**src/rtl/ctx_pkg.sv**
```systemverilog
package ctx_pkg;

    typedef enum logic [1:0] {
        PH_IDLE = 2'd0,
        PH_SAVE = 2'd1,
        PH_REST = 2'd2
    } ctx_phase_e;

    typedef struct packed {
        logic snap_clr;  // take snapshot and zero live registers
        logic push;      // write one save beat to the stack
        logic pop;       // read one restore beat from the stack
    } ctx_ctl_t;

    function automatic int regs_per_beat(input int nreg, input int beats);
        return nreg / beats;
    endfunction

endpackage

```
**src/rtl/ctx_ctrl.sv**
```systemverilog
module ctx_ctrl
    import ctx_pkg::*;
#(
    parameter int BEATS = 8,
    localparam int BCW = $clog2(BEATS)
) (
    input  logic           clk,
    input  logic           rst,
    input  logic           irq_req,
    input  logic           reti_req,
    input  logic           rd_en,
    input  logic           wr_en,
    input  logic           room_ok,
    input  logic           frame_ok,
    output ctx_ctl_t       ctl,
    output ctx_phase_e     phase,
    output logic [BCW-1:0] beat,
    output logic           stall,
    output logic           save_busy,
    output logic           save_done,
    output logic           rest_busy,
    output logic           rest_done,
    output logic           stack_ovf,
    output logic           stack_unf
);

    localparam logic [BCW-1:0] LAST = BCW'(BEATS - 1);

    logic idle, irq_go, reti_go;

    assign idle    = (phase == PH_IDLE);
    assign irq_go  = idle && irq_req && room_ok;
    assign reti_go = idle && reti_req && !irq_go && !irq_req && frame_ok;

    always_ff @(posedge clk) begin
        if (rst) begin
            phase <= PH_IDLE;
            beat  <= '0;
        end else begin
            unique case (phase)
                PH_IDLE: begin
                    if (irq_go) begin
                        phase <= PH_SAVE;
                        beat  <= '0;
                    end else if (reti_go) begin
                        phase <= PH_REST;
                        beat  <= LAST;
                    end
                end
                PH_SAVE: begin
                    if (beat == LAST) phase <= PH_IDLE;
                    else              beat  <= beat + 1'b1;
                end
                PH_REST: begin
                    if (beat == '0) phase <= PH_IDLE;
                    else            beat  <= beat - 1'b1;
                end
                default: phase <= PH_IDLE;
            endcase
        end
    end

    always_comb begin
        ctl.snap_clr = irq_go;
        ctl.push     = (phase == PH_SAVE);
        ctl.pop      = (phase == PH_REST);
    end

    assign stall = (!idle && (irq_req || reti_req))
                 || ((phase == PH_REST) && (rd_en || wr_en))
                 || (idle && reti_req && irq_req && frame_ok);

    assign save_busy = (phase == PH_SAVE);
    assign save_done = (phase == PH_SAVE) && (beat == LAST);
    assign rest_busy = (phase == PH_REST);
    assign rest_done = (phase == PH_REST) && (beat == '0);
    assign stack_ovf = idle && irq_req && !room_ok;
    assign stack_unf = idle && reti_req && !irq_req && !frame_ok;

    // a restore never directly follows a save cycle
    a_r6_no_restore_after_save: assert property (@(posedge clk) disable iff (rst)
        $past(phase == PH_SAVE) |-> (phase != PH_REST));

    // save beats advance one per cycle
    a_r2_save_steps: assert property (@(posedge clk) disable iff (rst)
        (phase == PH_SAVE && beat != LAST) |=> (phase == PH_SAVE && beat == $past(beat) + 1'b1));

    // restore beats retreat one per cycle
    a_r7_rest_steps: assert property (@(posedge clk) disable iff (rst)
        (phase == PH_REST && beat != '0) |=> (phase == PH_REST && beat == $past(beat) - 1'b1));

endmodule

```
**src/rtl/ctx_stack.sv**
```systemverilog
module ctx_stack #(
    parameter int BEATW = 64,
    parameter int DEPTH = 16,
    parameter int BEATS = 8,
    localparam int AW = $clog2(DEPTH),
    localparam int PW = $clog2(DEPTH + 1)
) (
    input  logic             clk,
    input  logic             rst,
    input  logic             push,
    input  logic             pop,
    input  logic [BEATW-1:0] din,
    output logic [BEATW-1:0] dout,
    output logic             room_ok,
    output logic             frame_ok
);

    logic [BEATW-1:0] mem [DEPTH];
    logic [PW-1:0]    ptr;
    logic [PW-1:0]    below;

    assign below = ptr - 1'b1;

    always_ff @(posedge clk) begin
        if (rst) begin
            ptr <= '0;
        end else if (push) begin
            mem[ptr[AW-1:0]] <= din;
            ptr <= ptr + 1'b1;
        end else if (pop) begin
            ptr <= below;
        end
    end

    assign dout     = (ptr != '0) ? mem[below[AW-1:0]] : '0;
    assign room_ok  = (ptr <= PW'(DEPTH - BEATS));
    assign frame_ok = (ptr >= PW'(BEATS));

    // pointer never passes the stack depth
    a_r10_ptr_bound: assert property (@(posedge clk) disable iff (rst)
        ptr <= PW'(DEPTH));

    // each save beat advances the pointer by one
    a_r2_push_advance: assert property (@(posedge clk) disable iff (rst)
        push |=> (ptr == $past(ptr) + 1'b1));

    // nothing is popped from an empty stack
    a_r11_no_pop_empty: assert property (@(posedge clk) disable iff (rst)
        pop |-> (ptr != '0));

endmodule

```
**src/rtl/ctx_regfile.sv**
```systemverilog
module ctx_regfile #(
    parameter int NREG  = 16,
    parameter int DW    = 32,
    parameter int BEATS = 8,
    localparam int RPB   = ctx_pkg::regs_per_beat(NREG, BEATS),
    localparam int BEATW = RPB * DW,
    localparam int IW    = $clog2(NREG),
    localparam int BCW   = $clog2(BEATS)
) (
    input  logic             clk,
    input  logic             rst,
    input  logic             snap_clr,
    input  logic             wr_en,
    input  logic [IW-1:0]    wr_idx,
    input  logic [DW-1:0]    wr_data,
    input  logic             rest_wr,
    input  logic [BCW-1:0]   beat,
    input  logic [BEATW-1:0] rest_data,
    input  logic [IW-1:0]    rd_idx,
    output logic [DW-1:0]    rd_data,
    output logic [BEATW-1:0] save_data
);

    logic [DW-1:0] live [NREG];
    logic [DW-1:0] snap [NREG];
    logic [DW-1:0] live_or;

    always_ff @(posedge clk) begin
        if (rst) begin
            for (int i = 0; i < NREG; i++) begin
                live[i] <= '0;
                snap[i] <= '0;
            end
        end else begin
            for (int i = 0; i < NREG; i++) begin
                if (snap_clr) begin
                    snap[i] <= (wr_en && wr_idx == IW'(i)) ? wr_data : live[i];
                    live[i] <= '0;
                end else if (rest_wr && (i / RPB) == int'(beat)) begin
                    live[i] <= rest_data[(i % RPB) * DW +: DW];
                end else if (wr_en && wr_idx == IW'(i)) begin
                    live[i] <= wr_data;
                end
            end
        end
    end

    always_comb begin
        for (int k = 0; k < RPB; k++) begin
            save_data[k * DW +: DW] = snap[int'(beat) * RPB + k];
        end
    end

    always_comb begin
        live_or = '0;
        for (int i = 0; i < NREG; i++) live_or = live_or | live[i];
    end

    assign rd_data = live[rd_idx];

    // every live register is zero right after the snapshot
    a_r4_cleared: assert property (@(posedge clk) disable iff (rst)
        snap_clr |=> (live_or == '0));

    // a write in the snapshot cycle is captured
    a_r3_capture: assert property (@(posedge clk) disable iff (rst)
        (snap_clr && wr_en) |=> (snap[$past(wr_idx)] == $past(wr_data)));

endmodule

```
**src/rtl/ctx_seq.sv**
```systemverilog
module ctx_seq
    import ctx_pkg::*;
#(
    parameter int NREG   = 16,
    parameter int DW     = 32,
    parameter int BEATS  = 8,
    parameter int FRAMES = 2,
    localparam int IW    = $clog2(NREG),
    localparam int BCW   = $clog2(BEATS),
    localparam int RPB   = regs_per_beat(NREG, BEATS),
    localparam int BEATW = RPB * DW,
    localparam int DEPTH = FRAMES * BEATS
) (
    input  logic          clk,
    input  logic          rst,
    input  logic          irq_req,
    input  logic          reti_req,
    input  logic          wr_en,
    input  logic [IW-1:0] wr_idx,
    input  logic [DW-1:0] wr_data,
    input  logic          rd_en,
    input  logic [IW-1:0] rd_idx,
    output logic [DW-1:0] rd_data,
    output logic          stall,
    output logic          save_busy,
    output logic          save_done,
    output logic          rest_busy,
    output logic          rest_done,
    output logic          stack_ovf,
    output logic          stack_unf
);

    ctx_ctl_t         ctl;
    ctx_phase_e       phase;
    logic [BCW-1:0]   beat;
    logic             room_ok, frame_ok;
    logic             wr_ok;
    logic [BEATW-1:0] save_data, rest_data;

    assign wr_ok = wr_en && (phase != PH_REST);

    ctx_ctrl #(.BEATS(BEATS)) u_ctrl (
        .clk       (clk),
        .rst       (rst),
        .irq_req   (irq_req),
        .reti_req  (reti_req),
        .rd_en     (rd_en),
        .wr_en     (wr_en),
        .room_ok   (room_ok),
        .frame_ok  (frame_ok),
        .ctl       (ctl),
        .phase     (phase),
        .beat      (beat),
        .stall     (stall),
        .save_busy (save_busy),
        .save_done (save_done),
        .rest_busy (rest_busy),
        .rest_done (rest_done),
        .stack_ovf (stack_ovf),
        .stack_unf (stack_unf)
    );

    ctx_stack #(.BEATW(BEATW), .DEPTH(DEPTH), .BEATS(BEATS)) u_stack (
        .clk      (clk),
        .rst      (rst),
        .push     (ctl.push),
        .pop      (ctl.pop),
        .din      (save_data),
        .dout     (rest_data),
        .room_ok  (room_ok),
        .frame_ok (frame_ok)
    );

    ctx_regfile #(.NREG(NREG), .DW(DW), .BEATS(BEATS)) u_regs (
        .clk       (clk),
        .rst       (rst),
        .snap_clr  (ctl.snap_clr),
        .wr_en     (wr_ok),
        .wr_idx    (wr_idx),
        .wr_data   (wr_data),
        .rest_wr   (ctl.pop),
        .beat      (beat),
        .rest_data (rest_data),
        .rd_idx    (rd_idx),
        .rd_data   (rd_data),
        .save_data (save_data)
    );

    // save and restore never overlap
    a_r6_exclusive: assert property (@(posedge clk) disable iff (rst)
        !(save_busy && rest_busy));

endmodule

```
**config.mk**
```make
export PLATFORM = sky130hd
export DESIGN_NAME = ctx_seq
export DESIGN_NICKNAME = d
export VERILOG_FILES = /design/src/rtl/ctx_pkg.sv /design/src/rtl/ctx_ctrl.sv /design/src/rtl/ctx_stack.sv /design/src/rtl/ctx_regfile.sv /design/src/rtl/ctx_seq.sv
export SDC_FILE = /design/constraint.sdc
export NUM_CORES = 2
export LEC_CHECK = 0
export BUFFER_PORTS_ARGS = -buffer_cell sky130_fd_sc_hd__buf_4
export CORE_AREA = 8 8 317 550
export CTS_CLUSTER_DIAMETER = 60
export DETAILED_ROUTE_END_ITERATION = 7
export DIE_AREA = 0 0 325 558
export GPL_TIMING_DRIVEN = 1
export PLACE_DENSITY_LB_ADDON = 0.05
export SETUP_SLACK_MARGIN = 0.05
export SYNTH_ARGS = -nofsm -noshare
export SYNTH_HDL_FRONTEND = slang
export SYNTH_SLANG_ARGS = --single-unit
```
**constraint.sdc**
```tcl
create_clock -name clk -period 13.5 [get_ports clk]
set_input_delay 2.7 -clock clk [delete_from_list [all_inputs] [get_ports clk]]
set_output_delay 2.7 -clock clk [all_outputs]
set_load 0.01 [all_outputs]
```
==> flow_summary.rst <==
.. list-table::
   :header-rows: 1

   * - Metric
     - Value
   * - Share of layout cells above drive strength 1
     - 0.219
   * - Max Freq
     - 120 MHz
   * - Startpoint Class
     - input port
   * - Total placed cells including tap cells
     - 7,668
   * - Die area
     - about 0.18 mm²
   * - Post-synth net total
     - 5,817
   * - Last weighted congestion value of the routability-driven placer
     - 0.893
   * - Final number of hold-violating endpoints
     - 0
   * - Iteration-0 DRC count of the detailed router
     - between 9,000 and 10,000
   * - Largest net degree at the start of global routing
     - roughly 160
   * - Flip-flop cell with the highest count after synthesis
     - edfxtp_1
   * - Post-route fraction of the period consumed by the critical path
     - 0.616
   * - Clock Tree Root
     - clkbuf_16
   * - Clk sink count
     - between 2,000 and 2,500
   * - Remaining antenna violation count
     - 0
   * - # H-tree levels
     - 4
   * - Worst-case headroom to the max-slew limit
     - 0.132
   * - Synthesized netlist cell count
     - 5,761
   * - Crit path DAT
     - ~5.6 ns
   * - Synth-to-layout area growth
     - 9.92%
   * - Maximum count of clock buffers along a single path
     - 4
   * - Synth warnings
     - 0
   * - Post-cts gate resize count
     - 0
   * - Post-synthesis sequential element count
     - a little over 2,000
   * - CP max-delay cell
     - buf_4
   * - Critical Path, Cell by Cell
     - buf_6, buf_4, mux4_2, mux4_2, buf_4
   * - Via total after detailed routing
     - roughly 58,000
   * - Final count of negative-setup-slack endpoints
     - 0
   * - Overall power after layout
     - 23.3 mW
   * - Clock latency reported for the late side of the worst-skew pair
     - approximately 0.86 ns
   * - Clock Skews
     - just under 0.04 ns
   * - Total congestion overflow after global routing
     - 0
   * - Global router's overall resource usage
     - 0.345
   * - Total Routed Length
     - between 300,000 and 400,000 µm
   * - Standby leakage power
     - approximately 33 nW
   * - Initial antenna violation count
     - 14
   * - Starting density of the core
     - 0.545
   * - Half-perimeter wire length after detailed placement
     - 169,000 µm
   * - Run status
     - complete, no violations
   * - Average cell area after synthesis
     - 15.8 µm²
   * - Row cnt
     - 199
   * - Setup repair after global routing missed its margin
     - no
   * - DRC violations left
     - 0
   * - Hold Buf Count CTS
     - 0
   * - I/O Buffers
     - between 80 and 90
   * - Final Instance Count excl. Fillers
     - about 8,000
   * - Die height
     - around 560 µm
   * - Sequential fraction of the synthesis area
     - 0.678
   * - MaxCap Viol Count
     - 0
   * - Flop-to-flop setup slack
     - 7.71 ns
   * - Setup TNS after final layout
     - 0 ns
   * - First-pass iteration count of the detailed router
     - 8
   * - Number of pins with negative max-slew slack in the final report
     - 0
   * - Die width
     - approximately 330 µm
   * - Fraction of registers with async set or reset after synthesis
     - 0
   * - Post-synth design cell area
     - between 0.09 and 0.1 mm²
   * - Worst-case vdd ir drop
     - around 220 µV
   * - Post-layout minimum cycle time
     - 8.31 ns
   * - Number of vias per cell
     - approximately 7.3
   * - Top Ports
     - 85
   * - Transition at the pin with the smallest max-transition slack
     - 1.30 ns
   * - Number of synthesized flops with an enable pin
     - between 2,000 and 2,500
   * - Buffers inserted by post-CTS timing repair
     - 0
   * - Netlist cell types
     - 54
   * - Inserted Clock Buffers
     - 190
   * - Power per Cell Area
     - 233 mW/mm²
   * - Max FO, Critical Path
     - between 60 and 70
   * - CP top delay family
     - buffers and inverters
   * - Final-stage net count
     - 5,705
   * - Slowest stage delay, CP
     - 0.91 ns
   * - Global-route wire length before repair
     - approximately 440,000 µm
   * - Average wire per standard cell
     - roughly 40 µm
   * - CTS tree
     - done
   * - Number of buffers and inverters on the critical path
     - 3
   * - Type of element capturing the critical path
     - primary output
   * - Register clock-pin slew on the reported worst setup and hold paths
     - around 0.060 ns
   * - Number of global-route vias before repair
     - 57,100
   * - Crit Path Category
     - in -> out
   * - Path type of the worst min-delay path
     - reg -> reg
   * - Required time reported for the critical path endpoint
     - 10.80 ns
   * - Post-layout utilization of the core
     - 0.599
   * - Floorplan Core Area
     - 0.167 mm²
-- synthesized netlist by cell type (13+ instances only) --
master	n	share of area
a21oi_1	522	0.029
a22o_1	493	0.047
a22oi_1	63	0.0052
a32oi_2	58	0.010
buf_1	39	0.0016
buf_2	72	0.0040
clkbuf_1	420	0.017
dfxtp_1	13	0.0029
edfxtp_1	2048	0.68
inv_1	13	0.00054
mux2_2	64	0.0079
mux4_2	545	0.13
nand2_1	1195	0.049
nand3_1	33	0.0018
nor2_1	58	0.0024
o21ai_0	14	0.00077
-- per-layer routing --
layer  GRT usage  share of wire
met2       0.547           0.47
met3      0.0730           0.12
met1       0.441           0.34
met5           0        0.00013
met4       0.206          0.071
-- worst min-delay path, cell delays in order (launching register included) --
cell and delay [ns]:
dfxtp_1 0.34, nand2_1 0.07, a21oi_1 0.05
-- cell families after synthesis --
group | count (synthesis) | synth area share
and+or+nand+nor | 1335 | 0.0570
buffers and inverters | 553 | 0.0242
adders and majority gates | 10 | 0.00146
AOI/OAI and AO/OA | 1179 | 0.0953
muxes | 614 | 0.143
DFF | 2061 | 0.678
xor gates and xnor gates | 9 | 0.000948
-- power by group --
part / internal [mW] / switching (mW)
logic: 2.52 / 6.17
clock network: 2.95 / 2.37
registers: 8.80 / 0.515
total: 14.3 / 9.06
-- sequential cells by signal, indices dropped and copies added, names as in the netlist, named ones only --
register / cells
u_stack.mem: 1024
u_regs.live: 512
u_regs.snap: 512
u_stack.ptr: 5
u_ctrl.beat: 3
u_ctrl.phase: 2
-- worst paths after layout --
path	start	endpoint	depth (start not counted)
setup reg to reg	u_stack.ptr[2]	u_regs.snap[2][6]	9
setup / recovery	rd_idx[1]	rd_data[28]	5
hold reg to reg	u_ctrl.phase[1]	u_ctrl.phase[1]	2
hold / removal	u_ctrl.phase[1]	u_ctrl.phase[1]	2
-- layout by cell type, fill, tap and decap left out, types with 33 or more instances in the layout --
| cell type | count |
|---|---|
| clkbuf_16 | 193 |
| clkinv_1 | 46 |
| mux4_2 | 545 |
| edfxtp_1 | 2048 |
| a22o_1 | 493 |
| nand2_1 | 1179 |
| buf_4 | 231 |
| mux2_2 | 64 |
| a32oi_2 | 58 |
| a21oi_1 | 522 |
| nor2_4 | 45 |
| clkbuf_1 | 35 |
| a22oi_1 | 63 |
| clkinv_2 | 33 |
-- cell type report --
class,instances,area [µm²]
Inverter,13,56.3
Tap cell,2211,2770
Antenna cell,10,25.0
Clock inverter,103,932
Multi-Input combinational cell,3147,27800
Sequential cell,2061,61800
Timing Repair Buffer,236,1810
Fill cell,12400,66900
Clock buffer,228,4960
-- metrics by stage --
stage,hold slack (ns),worst slack [ns],cell area (µm²)
after floorplan,0.465,2.69,91100
after global placement,0.488,5.27,94200
after detailed placement,0.498,5.22,94200
after CTS,0.507,5.22,100000
after global routing,0.532,5.17,100000
final,0.508,5.19,100000
(Power assumes the default switching activity.)
